File: src/rtl/itimer_pkg.sv
package itimer_pkg;
  localparam int DEF_LONG_TICKS  = 30;
  localparam int DEF_SHORT_TICKS = 4;
  localparam int NUM_SLOTS       = 2;
  localparam int SLOT_LONG       = 0;
  localparam int SLOT_SHORT      = 1;
endpackage

File: src/rtl/itimer_toggle_det.sv
module itimer_toggle_det (
  input  logic clk,
  input  logic rst,
  input  logic lvl_in,
  output logic restart
);
  logic smp_now;
  logic smp_prev;

  always_ff @(posedge clk) begin
    if (rst) begin
      smp_now  <= 1'b0;
      smp_prev <= 1'b0;
    end else begin
      smp_now  <= lvl_in;
      smp_prev <= smp_now;
    end
  end

  assign restart = smp_now ^ smp_prev;

  AST_HISTORY_CLEARED: assert property (@(posedge clk) rst |=> !restart);
endmodule

File: src/rtl/itimer_slot.sv
module itimer_slot #(
  parameter int LIMIT = 4
) (
  input  logic clk,
  input  logic rst,
  input  logic restart,
  input  logic tick,
  output logic done
);
  localparam int CW = (LIMIT < 1) ? 1 : $clog2(LIMIT + 1);
  localparam logic [CW-1:0] TERM = CW'(LIMIT);

  logic [CW-1:0] count;
  logic [CW-1:0] nxt;

  assign nxt = count + CW'(1);

  always_ff @(posedge clk) begin
    if (rst || restart) begin
      count <= '0;
      done  <= 1'b0;
    end else if (tick && !done) begin
      count <= nxt;
      if (nxt == TERM) done <= 1'b1;
    end
  end

  AST_RESTART_CLEARS: assert property (@(posedge clk) disable iff (rst)
    restart |=> (!done && count == '0));
  AST_HOLD_NO_TICK: assert property (@(posedge clk) disable iff (rst)
    (!tick && !restart) |=> ($stable(count) && $stable(done)));
  AST_FLAG_STICKY: assert property (@(posedge clk) disable iff (rst)
    (done && !restart) |=> done);
  AST_RISE_AT_TERM: assert property (@(posedge clk) disable iff (rst)
    $rose(done) |-> (count == TERM));
  AST_NO_OVERFLOW: assert property (@(posedge clk) disable iff (rst)
    count <= TERM);
endmodule

File: src/rtl/toggle_interval_timer.sv
module toggle_interval_timer
  import itimer_pkg::*;
#(
  parameter int LONG_TICKS  = DEF_LONG_TICKS,
  parameter int SHORT_TICKS = DEF_SHORT_TICKS
) (
  input  logic clk,
  input  logic rst,
  input  logic tick,
  input  logic start_lvl,
  output logic long_done,
  output logic short_done
);
  logic                 restart;
  logic [NUM_SLOTS-1:0] done_vec;

  itimer_toggle_det u_det (
    .clk     (clk),
    .rst     (rst),
    .lvl_in  (start_lvl),
    .restart (restart)
  );

  for (genvar g = 0; g < NUM_SLOTS; g++) begin : g_slot
    localparam int LIM = (g == SLOT_LONG) ? LONG_TICKS : SHORT_TICKS;
    itimer_slot #(.LIMIT(LIM)) u_slot (
      .clk     (clk),
      .rst     (rst),
      .restart (restart),
      .tick    (tick),
      .done    (done_vec[g])
    );
  end

  assign long_done  = done_vec[SLOT_LONG];
  assign short_done = done_vec[SLOT_SHORT];

  AST_RESET_LOW: assert property (@(posedge clk)
    rst |=> (!long_done && !short_done));
endmodule

File: config.mk
export PLATFORM = sky130hd
export DESIGN_NAME = toggle_interval_timer
export DESIGN_NICKNAME = d
export VERILOG_FILES = /design/src/rtl/itimer_pkg.sv /design/src/rtl/itimer_toggle_det.sv /design/src/rtl/itimer_slot.sv /design/src/rtl/toggle_interval_timer.sv
export SDC_FILE = /design/constraint.sdc
export NUM_CORES = 1
export LEC_CHECK = 0
export ABC_CLOCK_PERIOD_IN_PS = 2300
export BUFFER_PORTS_ARGS = -buffer_cell sky130_fd_sc_hd__buf_2
export CAP_MARGIN = 20
export CORE_AREA = 2 2 39 41
export DETAILED_ROUTE_END_ITERATION = 7
export DIE_AREA = 0 0 41 43
export PLACE_DENSITY = 0.68
export SYNTH_ARGS = -nofsm -noshare
export SYNTH_HDL_FRONTEND = slang
export SYNTH_SLANG_ARGS = --single-unit
File: constraint.sdc
create_clock -name clk -period 2.3 [get_ports clk]
set_input_delay 0.23 -clock clk [delete_from_list [all_inputs] [get_ports clk]]
set_output_delay 0.23 -clock clk [all_outputs]
set_load 0.02 [all_outputs]
Word level (Yosys, flattened, before mapping):

Cells that the tools add are included.
Widths: inputs -> output; s select.

* bitwise logic cells: 1
* reduce and logical (&&, ||, !) cells: 7
* equality and inequality tests: 2
* add/sub/neg operators: 2

Operator list (number)
* $add 5x1->5 const B: 1
* $eq 5x5->1 const B: 1
* $reduce_and 2->1: 2
* $add 3x1->3 const B: 1
* $eq 3x3->1 const B: 1
* $logic_and 1x1->1: 2
* $logic_not 1->1: 2
* $logic_or 1x1->1: 1
* $xor 1x1->1: 1

* output and inout port bits: 2
* word-level logic and storage cells: 18
* flip-flop bits (word level): 12
* input bits: 4

Logic depth before layout (Yosys ltp):

Gate-level depths: netlist (run 1).

* depth in word-level cells: 3
* depth in mapped cells: 4

By module:

From an unflattened synthesis (run 1), not the netlist that was laid out.

* cells, all modules: 56
* area, all modules: 555.5 sq um

By module, submodules not included
* itimer_slot at g_slot[0].u_slot: area each 311.5 sq um, cells an instance 35, times used 1
* itimer_slot at g_slot[1].u_slot: area each 182.7 sq um, cells an instance 16, times used 1
* itimer_toggle_det: area each 61.3 sq um, cells an instance 5, times used 1

Least setup slack after synthesis (run 1):

No wires, ideal clock.

* kind: register -> register
* from: register g_slot[0].u_slot.count[0]
* to: register g_slot[0].u_slot.count[4]
* path slack: 1.105 ns
* data arrival time: 1.125 ns
* period minus slack after synthesis: 1.195 ns
* data required time: 2.230 ns
* buffers on the path: 0
* stages on the path, launching flop included: 5
* cells stage by stage: dfxtp_1 -> ha_1 -> nand3b_2 -> or3_1 -> a21oi_1

* word-level cells in the longest chain between the ends: 1

Ends and longest elaborated chain
* start: declaration: line itimer_slot.sv:13 `logic [CW-1:0] count;`
* start signal: assignment: line itimer_slot.sv:23 `count <= nxt;`
* $add 5x1->5: line itimer_slot.sv:16 `assign nxt = count + CW'(1);`

Every way passes these cells.
A chain may end at the register's enable or synchronous reset.

Final worst setup path (run 1):

Same ends and word-level chain as after synthesis.

==> impl_metrics.ini, run 1 <==
[status]
status = finished, final reports clean

[detailed_routing]
wl_um = 847
postRouteAntennaNets = 0
wl_met3_um = 25
routedWlPerCell_um = 10.9
dr.pass1.iters = 4
highest_layer = met4
drc = 0
dr_wl_met2_um = 389
drtIter0Drc = 3
num_vias = 363
routed_via_density = 4.65
drt-met1-wl_um = 420

[yosys]
synth_area_um2 = 543
synth-xor-area-share_pct = 12.9
synthesis.area_per_instance_um2 = 9.87
synth_compound_area_share_pct = 7.60
synth.largest_area_cell = dfxtp_1
muxShareOfSynthArea_pct = 1.84
syn_nets = 63
yosys.area_share.simple_pct = 22.6
async_reset_ff_share_pct = 0
synth_fa_ha_area_share_pct = 9.22
synthCells = 55
synth_area_leaders = dfxtp_1 (44%), ha_1 (9.2%), xor2_1 (8.1%)
ys_types = 22
synth_top_family_by_area = simple AND/OR/NAND/NOR gates
yosysSeqAreaShare_pct = 44.2
synth_top_area_share_pct = 44.2
yosys_warnings = 0
synth_edf_count = 0
synthMostInstantiatedCell = dfxtp_1
synth_common_cells = dfxtp_1 (12), nor2_1 (7), xor2_1 (5)
synth_flop_cell = dfxtp_1
ys_ff_latch = 12

[worst_setup_path]
worst_ep_arrival_time_ps = 1500
crit_type = reg -> reg
r2r-start = g_slot[0].u_slot.count[0]
cp.required_ps = 2500
reg2reg_slack_ps = 1000
critPathLaunchType = register
cp_max_fo = 4
ff2ff_path_depth = 4
end_kind = register
crit-reg2reg-capture = g_slot[0].u_slot.count[4]

[floorplan]
die_w_um = 41
rows = 14
coreArea_um2 = 1380
fp.dieH_um = 43
design.die.area_um2 = 1760
io_pins = 6
start_util_pct = 39.2

[timing]
max_freq_ghz = 0.769
finalMaxSlewViolations = 0
period_minus_slack_ps = 1300
rsz0062_at_grt = false
tns_ps = 0
skew_ps = 3.59
relSlewSlack_pct = 73.4
finalSetupViolations = 0
hold_viol = 0
worstMarginPinSlew_ps = 400
finalCritPeriodShare_pct = 56.5
setup_ws_ps = 1000

[power_and_ir_drop]
seq_power_share_pct = 58.4
p_switching_uw = 89.4
cellPowerDensity_nw_per_um2 = 626
power_leakage_nw = 0.255
p_total_uw = 379
clkPwrFrac_pct = 33.6
peakVddDrop_mv = 0.340
sw_frac_of_total_pct = 23.6
comb_power_share_pct = 8.0
internal_power_uw = 290

[clock_tree]
hold_buffers = 0
tritoncts = built
root_buffer = clkbuf_4
cts_sinks = 12
clkTransAtPathRegs_ps = 70
clk_latency_ps = 270
htreeDepth = 1
cts_resized = 0
post_cts_buffers = 0
clock_path_buffers = 2
cts_buffers = 3

[cells_and_area]
design_area_um2 = 606
antenna_cells = 0
nFillCells = 129
seq_area_um2 = 240
syn2layout_area_growth_pct = 11.5
fin_nets = 72
drive_gt1_share_pct = 17.7
multi_input_area_um2 = 294

[placed_design]
gp_congestion = 0.735
place_ws_ps = 1020
dpl_cell_area_um2 = 583
dpl.hpwl_um = 608
port_buffers = 5

[flow_run]
drv_cap = 0

[global_routing]
grt_remaining_overflow = 0
grt_max_degree = 11
grt_pass1_wl_mm = 1.53
grt_usage_pct = 13.2
antenna_found_initial = 0
grt_pass1_vias = 360

[hold_path]
hp-start = rst
hold-path-endpoint = u_det.smp_prev
hold_path_depth = 2
min_path_type = in -> reg
critical path, cell delays in order, from the launching register on:
cell and delay, ps:
dfxtp_1 410, ha_1 220, nand3b_2 110, or3_1 350, a21oi_1 140
per-layer routing:
metal | GRT usage (%) | up-vias
li1 | - | 198
met1 | 16.1 | 158
met2 | 18.1 | 5
met3 | 4.71 | 2
met4 | 10.0 | 0
met5 | 0 | -
power groups by stage:
stage	Clock [mW]	Sequential [mW]	Combinational [mW]
6_report	0.127	0.221	0.0305
5_1_grt	0.140	0.222	0.0354
4_1_cts	0.133	0.221	0.0312
3_5_place_dp	0	0.226	0.0306
3_3_place_gp	0	0.226	0.0299
2_1_floorplan	0	0.225	0.0233
cell families (layout without fill, tap and decap cells):
group           after synthesis  count (layout)
fa+ha+maj                     4               4
buf+inv                       2               9
mux                           1               1
flops                        12              12
xor+xnor                      8               8
compound gates                7               7
simple gates                 21              21
stage by stage:
stage               utilization (%)  cells  hold slack (ps)
floorplan                         -     55              302
global placement               42.1     75              423
detailed placement             42.1     75              426
CTS                            43.8     78              132
global route                   43.8     78              147
finish                         43.8     78              141
area by class of cell:
class	count	area share [%]
Multi-Input combinational cell	41	48.6
Sequential cell	12	39.7
Timing Repair Buffer	5	4.13
Clock buffer	3	3.72
Tap cell	16	3.31
Inverter	1	0.620
registers in the layout (all words and copies together) (netlist names):
register,cells
g_slot.u_slot.count,8
g_slot.u_slot.done,2
u_det.smp_now,1
u_det.smp_prev,1
cells in the final DEF (no fill, tap or decap), types with 3 or more instances in the layout:
cell type  synthesis  final
buf_2              1      5
clkbuf_4           0      3
dfxtp_1           12     12
ha_1               4      4
nor2_1             7      7
xnor2_1            3      3
xor2_1             5      5
worst max-delay path by stage:
stage	start	to	slack, ps	depth (start not counted)
6_report	g_slot[0].u_slot.count[0]	g_slot[0].u_slot.count[4]	1000	4
5_1_grt	g_slot[0].u_slot.count[0]	g_slot[0].u_slot.count[4]	880	4
4_1_cts	g_slot[0].u_slot.count[0]	g_slot[0].u_slot.count[4]	1000	4
3_5_place_dp	g_slot[0].u_slot.count[0]	g_slot[0].u_slot.count[4]	1020	4
3_3_place_gp	g_slot[0].u_slot.count[0]	g_slot[0].u_slot.count[4]	1080	4
2_1_floorplan	g_slot[0].u_slot.count[0]	g_slot[0].u_slot.count[4]	1110	4
No activity file was read; power rests on OpenSTA's default activity.
==> inputs of run 2 (changes only) <==
--- a/config.mk
+++ b/config.mk
@@ -5,7 +5,7 @@
 export SDC_FILE = /design/constraint.sdc
 export NUM_CORES = 1
 export LEC_CHECK = 0
-export ABC_CLOCK_PERIOD_IN_PS = 2300
+export ABC_CLOCK_PERIOD_IN_PS = 1200
 export BUFFER_PORTS_ARGS = -buffer_cell sky130_fd_sc_hd__buf_2
 export CAP_MARGIN = 20
 export CORE_AREA = 2 2 39 41
==> constraint.sdc (replaced) <==
create_clock -name clk -period 1.2 [get_ports clk]
set_input_delay 0.12 -clock clk [delete_from_list [all_inputs] [get_ports clk]]
set_output_delay 0.12 -clock clk [all_outputs]
set_load 0.02 [all_outputs]
==> impl_metrics.ini, run 2 (synthesis results as in run 1) <==
[placed_design]
dp.cells = 80
gp_congestion = 0.687
dpl.hpwl_um = 712
port_buffers = 5
dpl_cell_area_um2 = 621

[global_routing]
busiest_layer = met2
grt_usage_pct = 13.7
met1_usage_pct = 15.6
grt_remaining_overflow = 0
grtUsageMet3_pct = 3.14
antenna_found_initial = 0
grt_util_met2_pct = 20.9
grt_pass1_vias = 415
grt_max_degree = 8
grt_pass1_wl_mm = 1.61

[worst_setup_path]
crit_type = reg -> reg
path_buf_inv = 0
crit_slowest_cell = or3_1
cp_cell_sequence = ha_2, nand3b_2, or3_1, a21oi_2
cpPeakStageDelay_ps = 360
critPathLaunchType = register
cp.required_ps = 1400
ff2ff_path_depth = 4
cp.depth = 4
cp_top_family = simple AND/OR/NAND/NOR gates
worst_ep_arrival_time_ps = 1340
end_kind = register
cp_max_fo = 2

[clock_tree]
clkTransAtPathRegs_ps = 70
htreeDepth = 1
clk_latency_ps = 260
hold_buffers = 0
cts_buffers = 3
clock_path_buffers = 2
root_buffer = clkbuf_4
cts_sinks = 12
tritoncts = built

[floorplan]
start_util_pct = 39.2
die_w_um = 41
fp.dieH_um = 43
rows = 14
coreArea_um2 = 1380
io_pins = 6
design.die.area_um2 = 1760

[power_and_ir_drop]
p_total_uw = 741
cellPowerDensity_nw_per_um2 = 1120
power_leakage_nw = 0.281
peakVddDrop_mv = 0.670

[status]
status = finished, final reports clean

[detailed_routing]
dr.pass1.iters = 2
wl_um = 910
postRouteAntennaNets = 0
routed_via_density = 4.81
drtIter0Drc = 6
num_vias = 404
drc = 0
routedWlPerCell_um = 10.8

[cells_and_area]
largest_register = g_slot.u_slot.count
fin_nets = 78
antenna_cells = 0
stdcell_count = 84
top_regs = g_slot.u_slot.count: 8 flops, g_slot.u_slot.done: 2 flops
design_area_um2 = 659
largest_register_ffs = 8
final_cell_mix = dfxtp_1 (10), nor2_1 (7), buf_4 (6)
drive_gt1_share_pct = 30.9
layout_commonest_cell = dfxtp_1
syn2layout_area_growth_pct = 21.4

[timing]
worstMarginPinSlew_ps = 228
rsz0062_at_grt = true
max_freq_ghz = 0.878
holdWs_ps = 40.4
tns_ps = 0
hold_viol = 0
finalSetupViolations = 0
finalMaxSlewViolations = 0
finalCritPeriodShare_pct = 94.9
skew_ps = 1.52
period_minus_slack_ps = 1140
relSlewSlack_pct = 84.8

[hold_path]
hold_path_depth = 2
min_path_type = in -> reg

[flow_run]
drv_cap = 0
==> run 2: cell types whose count changed in the layout (fill, tap and decap cells not counted) <==
cell / before / now
ha_2: 0 / 1
buf_4: 0 / 6
a21oi_1: 2 / 1
a21oi_2: 0 / 1
dfxtp_2: 0 / 2
ha_1: 4 / 3
dfxtp_1: 12 / 10
==> run 2: repair_timing <==
item,in CTS,in global routing
setup buffers,0,1
setup endpoints to repair,1,3
resized for setup,1,3
pin swaps,0,2
==> run 2: worst register-to-register path: cells and delay by family (launching register included) <==
family	cells	cell delay [ps]
flip-flops	1	330
adder cells (fa/ha/maj)	1	190
AO/OA/AOI/OAI	1	120
AND/OR/NAND/NOR	2	440
==> run 2: area by class of cell <==
| type | count | area [um2] |
|---|---|---|
| fill | 143 | 724 |
| inverter | 1 | 3.75 |
| multi-input combinational | 41 | 300 |
| tap | 16 | 20.0 |
| clock buffer | 3 | 22.5 |
| timing repair buffer | 11 | 70.1 |
| sequential | 12 | 243 |
==> run 2: layer usage <==
| layer | routed length [um] | vias to the layer above |
|---|---|---|
| met4 | 24 | 0 |
| met1 | 414 | 182 |
| met5 | 0 | - |
| li1 | - | 213 |
| met3 | 25 | 4 |
| met2 | 446 | 5 |
==> run 2: report_power, final <==
part | internal, mW | total [mW] | switching [mW]
combinational | 0.0443 | 0.0825 | 0.0382
clock | 0.116 | 0.236 | 0.120
sequential | 0.413 | 0.422 | 0.00955
==> run 2: worst paths after layout <==
check                                          startpoint                   endpoint  slack [ps]
worst max register to register  g_slot[0].u_slot.count[1]  g_slot[0].u_slot.count[4]          60
worst min-delay path                                  rst             u_det.smp_prev          40
worst min register to register              u_det.smp_now             u_det.smp_prev         480
worst max-delay path            g_slot[0].u_slot.count[1]  g_slot[0].u_slot.count[4]          60
==> run 2: metrics by stage <==
| step | utilization [%] | setup slack, ps |
|---|---|---|
| finish | 47.6 | 61.0 |
| global route | 47.6 | -2.92 |
| CTS | 46.7 | 4.67 |
| detailed placement | 44.8 | 14.2 |
| global placement | 44.8 | 79.9 |
| floorplan | - | 5.24 |
==> inputs of run 3 (changes only) <==
--- a/config.mk
+++ b/config.mk
@@ -8,9 +8,10 @@
 export ABC_CLOCK_PERIOD_IN_PS = 1200
 export BUFFER_PORTS_ARGS = -buffer_cell sky130_fd_sc_hd__buf_2
 export CAP_MARGIN = 20
-export CORE_AREA = 2 2 39 41
+export CORE_AREA = 5 5 42 44
 export DETAILED_ROUTE_END_ITERATION = 7
-export DIE_AREA = 0 0 41 43
+export DIE_AREA = 0 0 47 49
+export HOLD_SLACK_MARGIN = 0.12
 export PLACE_DENSITY = 0.68
 export SYNTH_ARGS = -nofsm -noshare
 export SYNTH_HDL_FRONTEND = slang
==> impl_metrics.ini, run 3 (synthesis results as in run 1) <==
[status]
status = finished, final reports clean

[worst_setup_path]
reg2reg_slack_ps = 90
path_buf_inv = 0
critPathLaunchType = register
worst_ep_arrival_time_ps = 1320
crit_type = reg -> reg
cp_top_family = simple AND/OR/NAND/NOR gates
r2r-start = g_slot[0].u_slot.count[0]
cpPeakStageDelay_ps = 370
cp_max_fo = 2
crit_slowest_cell = or3_4
cp_cell_sequence = ha_4, nand3b_2, or3_4, a21oi_2
cp.required_ps = 1410
end_kind = register
ff2ff_path_depth = 4
crit-reg2reg-capture = g_slot[0].u_slot.count[4]

[cells_and_area]
seq_area_um2 = 243
final_cell_mix = dfxtp_1 (10), nor2_1 (7), buf_4 (6)
largest_register = g_slot.u_slot.count
drive_gt1_share_pct = 32.4
final_core_util_pct = 50.5
nFillCells = 149
fin_nets = 80
antenna_cells = 0
top_regs = g_slot.u_slot.count: 8 flops, g_slot.u_slot.done: 2 flops
largest_register_ffs = 8
syn2layout_area_growth_pct = 30.4
layout_commonest_cell = dfxtp_1
multi_input_area_um2 = 315

[power_and_ir_drop]
power_leakage_nw = 0.299
cellPowerDensity_nw_per_um2 = 1180
peakVddDrop_mv = 0.642

[global_routing]
grt_max_degree = 9
grt_usage_pct = 10.0
grt_remaining_overflow = 0
antenna_found_initial = 0
grt_pass1_vias = 414
grt_pass1_wl_mm = 1.64

[placed_design]
gp_congestion = 0.666
dpl.hpwl_um = 684
port_buffers = 5

[clock_tree]
root_buffer = clkbuf_4
htreeDepth = 1
clock_path_buffers = 2
clk_latency_ps = 270
clkTransAtPathRegs_ps = 80
cts_sinks = 12
tritoncts = built
cts_buffers = 3

[detailed_routing]
wl_um = 974
routedWlPerCell_um = 11.2
dr.pass1.iters = 4
drtIter0Drc = 11
postRouteAntennaNets = 0
num_vias = 410
routed_via_density = 4.71
drc = 0

[hold_path]
min_path_type = in -> reg
hold_path_depth = 3
hp-start = tick
hold-path-endpoint = g_slot[1].u_slot.done

[floorplan]
rows = 14
start_util_pct = 38.8
io_pins = 6
fp.dieH_um = 49
die_w_um = 47
coreArea_um2 = 1400
design.die.area_um2 = 2300

[timing]
rsz0062_at_grt = false
relSlewSlack_pct = 86.2
period_minus_slack_ps = 1110
tns_ps = 0
finalMaxSlewViolations = 0
skew_ps = 3.83
max_freq_ghz = 0.899
finalSetupViolations = 0
hold_viol = 0
finalCritPeriodShare_pct = 92.7
worstMarginPinSlew_ps = 208

[flow_run]
drv_cap = 0
## run 3: how the worst max path moves through the flow
| stage | from | end | cells past startpoint |
|---|---|---|---|
| floorplan | g_slot[0].u_slot.count[0] | g_slot[0].u_slot.count[4] | 4 |
| global placement | g_slot[0].u_slot.count[0] | g_slot[0].u_slot.count[4] | 4 |
| detailed placement | g_slot[0].u_slot.count[1] | g_slot[0].u_slot.count[4] | 4 |
| CTS | g_slot[0].u_slot.count[1] | g_slot[0].u_slot.count[4] | 4 |
| global route | g_slot[0].u_slot.count[0] | g_slot[0].u_slot.count[3] | 4 |
| finish | g_slot[0].u_slot.count[0] | g_slot[0].u_slot.count[4] | 4 |
## run 3: where the power goes
| part | total, mW | switching, mW | internal, mW | leakage [nW] |
|---|---|---|---|---|
| Sequential | 0.424 | 0.0117 | 0.413 | 0.0984 |
| Clock | 0.323 | 0.138 | 0.184 | 0.0210 |
| Combinational | 0.0870 | 0.0383 | 0.0487 | 0.180 |
## run 3: layout make-up
type | count | area share (%)
clock buffers | 4 | 5.12
inverters | 1 | 0.530
multi-input cells | 41 | 44.5
flip-flops and latches | 12 | 34.3
well taps | 16 | 2.83
repair buffers | 13 | 12.7
## run 3: through the flow
| step | power (mW) | cells | cell area (um2) | setup WS (ps) | hold WS, ps |
|---|---|---|---|---|---|
| after detailed placement | 0.504 | 79 | 613 | 34.0 | 318 |
| after global placement | 0.501 | 79 | 613 | 73.1 | 319 |
| final | 0.834 | 87 | 708 | 87.4 | 190 |
| after global routing | 0.882 | 87 | 708 | 5.90 | 207 |
| after CTS | 0.833 | 85 | 669 | 15.3 | 190 |
| after floorplan | 0.476 | 55 | 543 | 5.24 | 192 |
## run 3: routing by layer
layer	track usage [%]	up-vias	routed length (um)
li1	-	215	-
met1	12.2	190	456
met2	14.9	5	492
met3	3.32	0	25
met4	5.53	0	0
met5	0	-	0
## run 3: repair_timing
item | CTS | global route
endpoints found under the setup margin | 0 | 4
hold buffers | 2 | 0
hold endpoints to repair | 2 | 0
resized for setup | 0 | 7
setup buffers | 0 | 2
## run 3: tightest hold or removal path: stages
cell and delay [ps]:
buf_2 150, a31oi_1 90, nor2_1 70
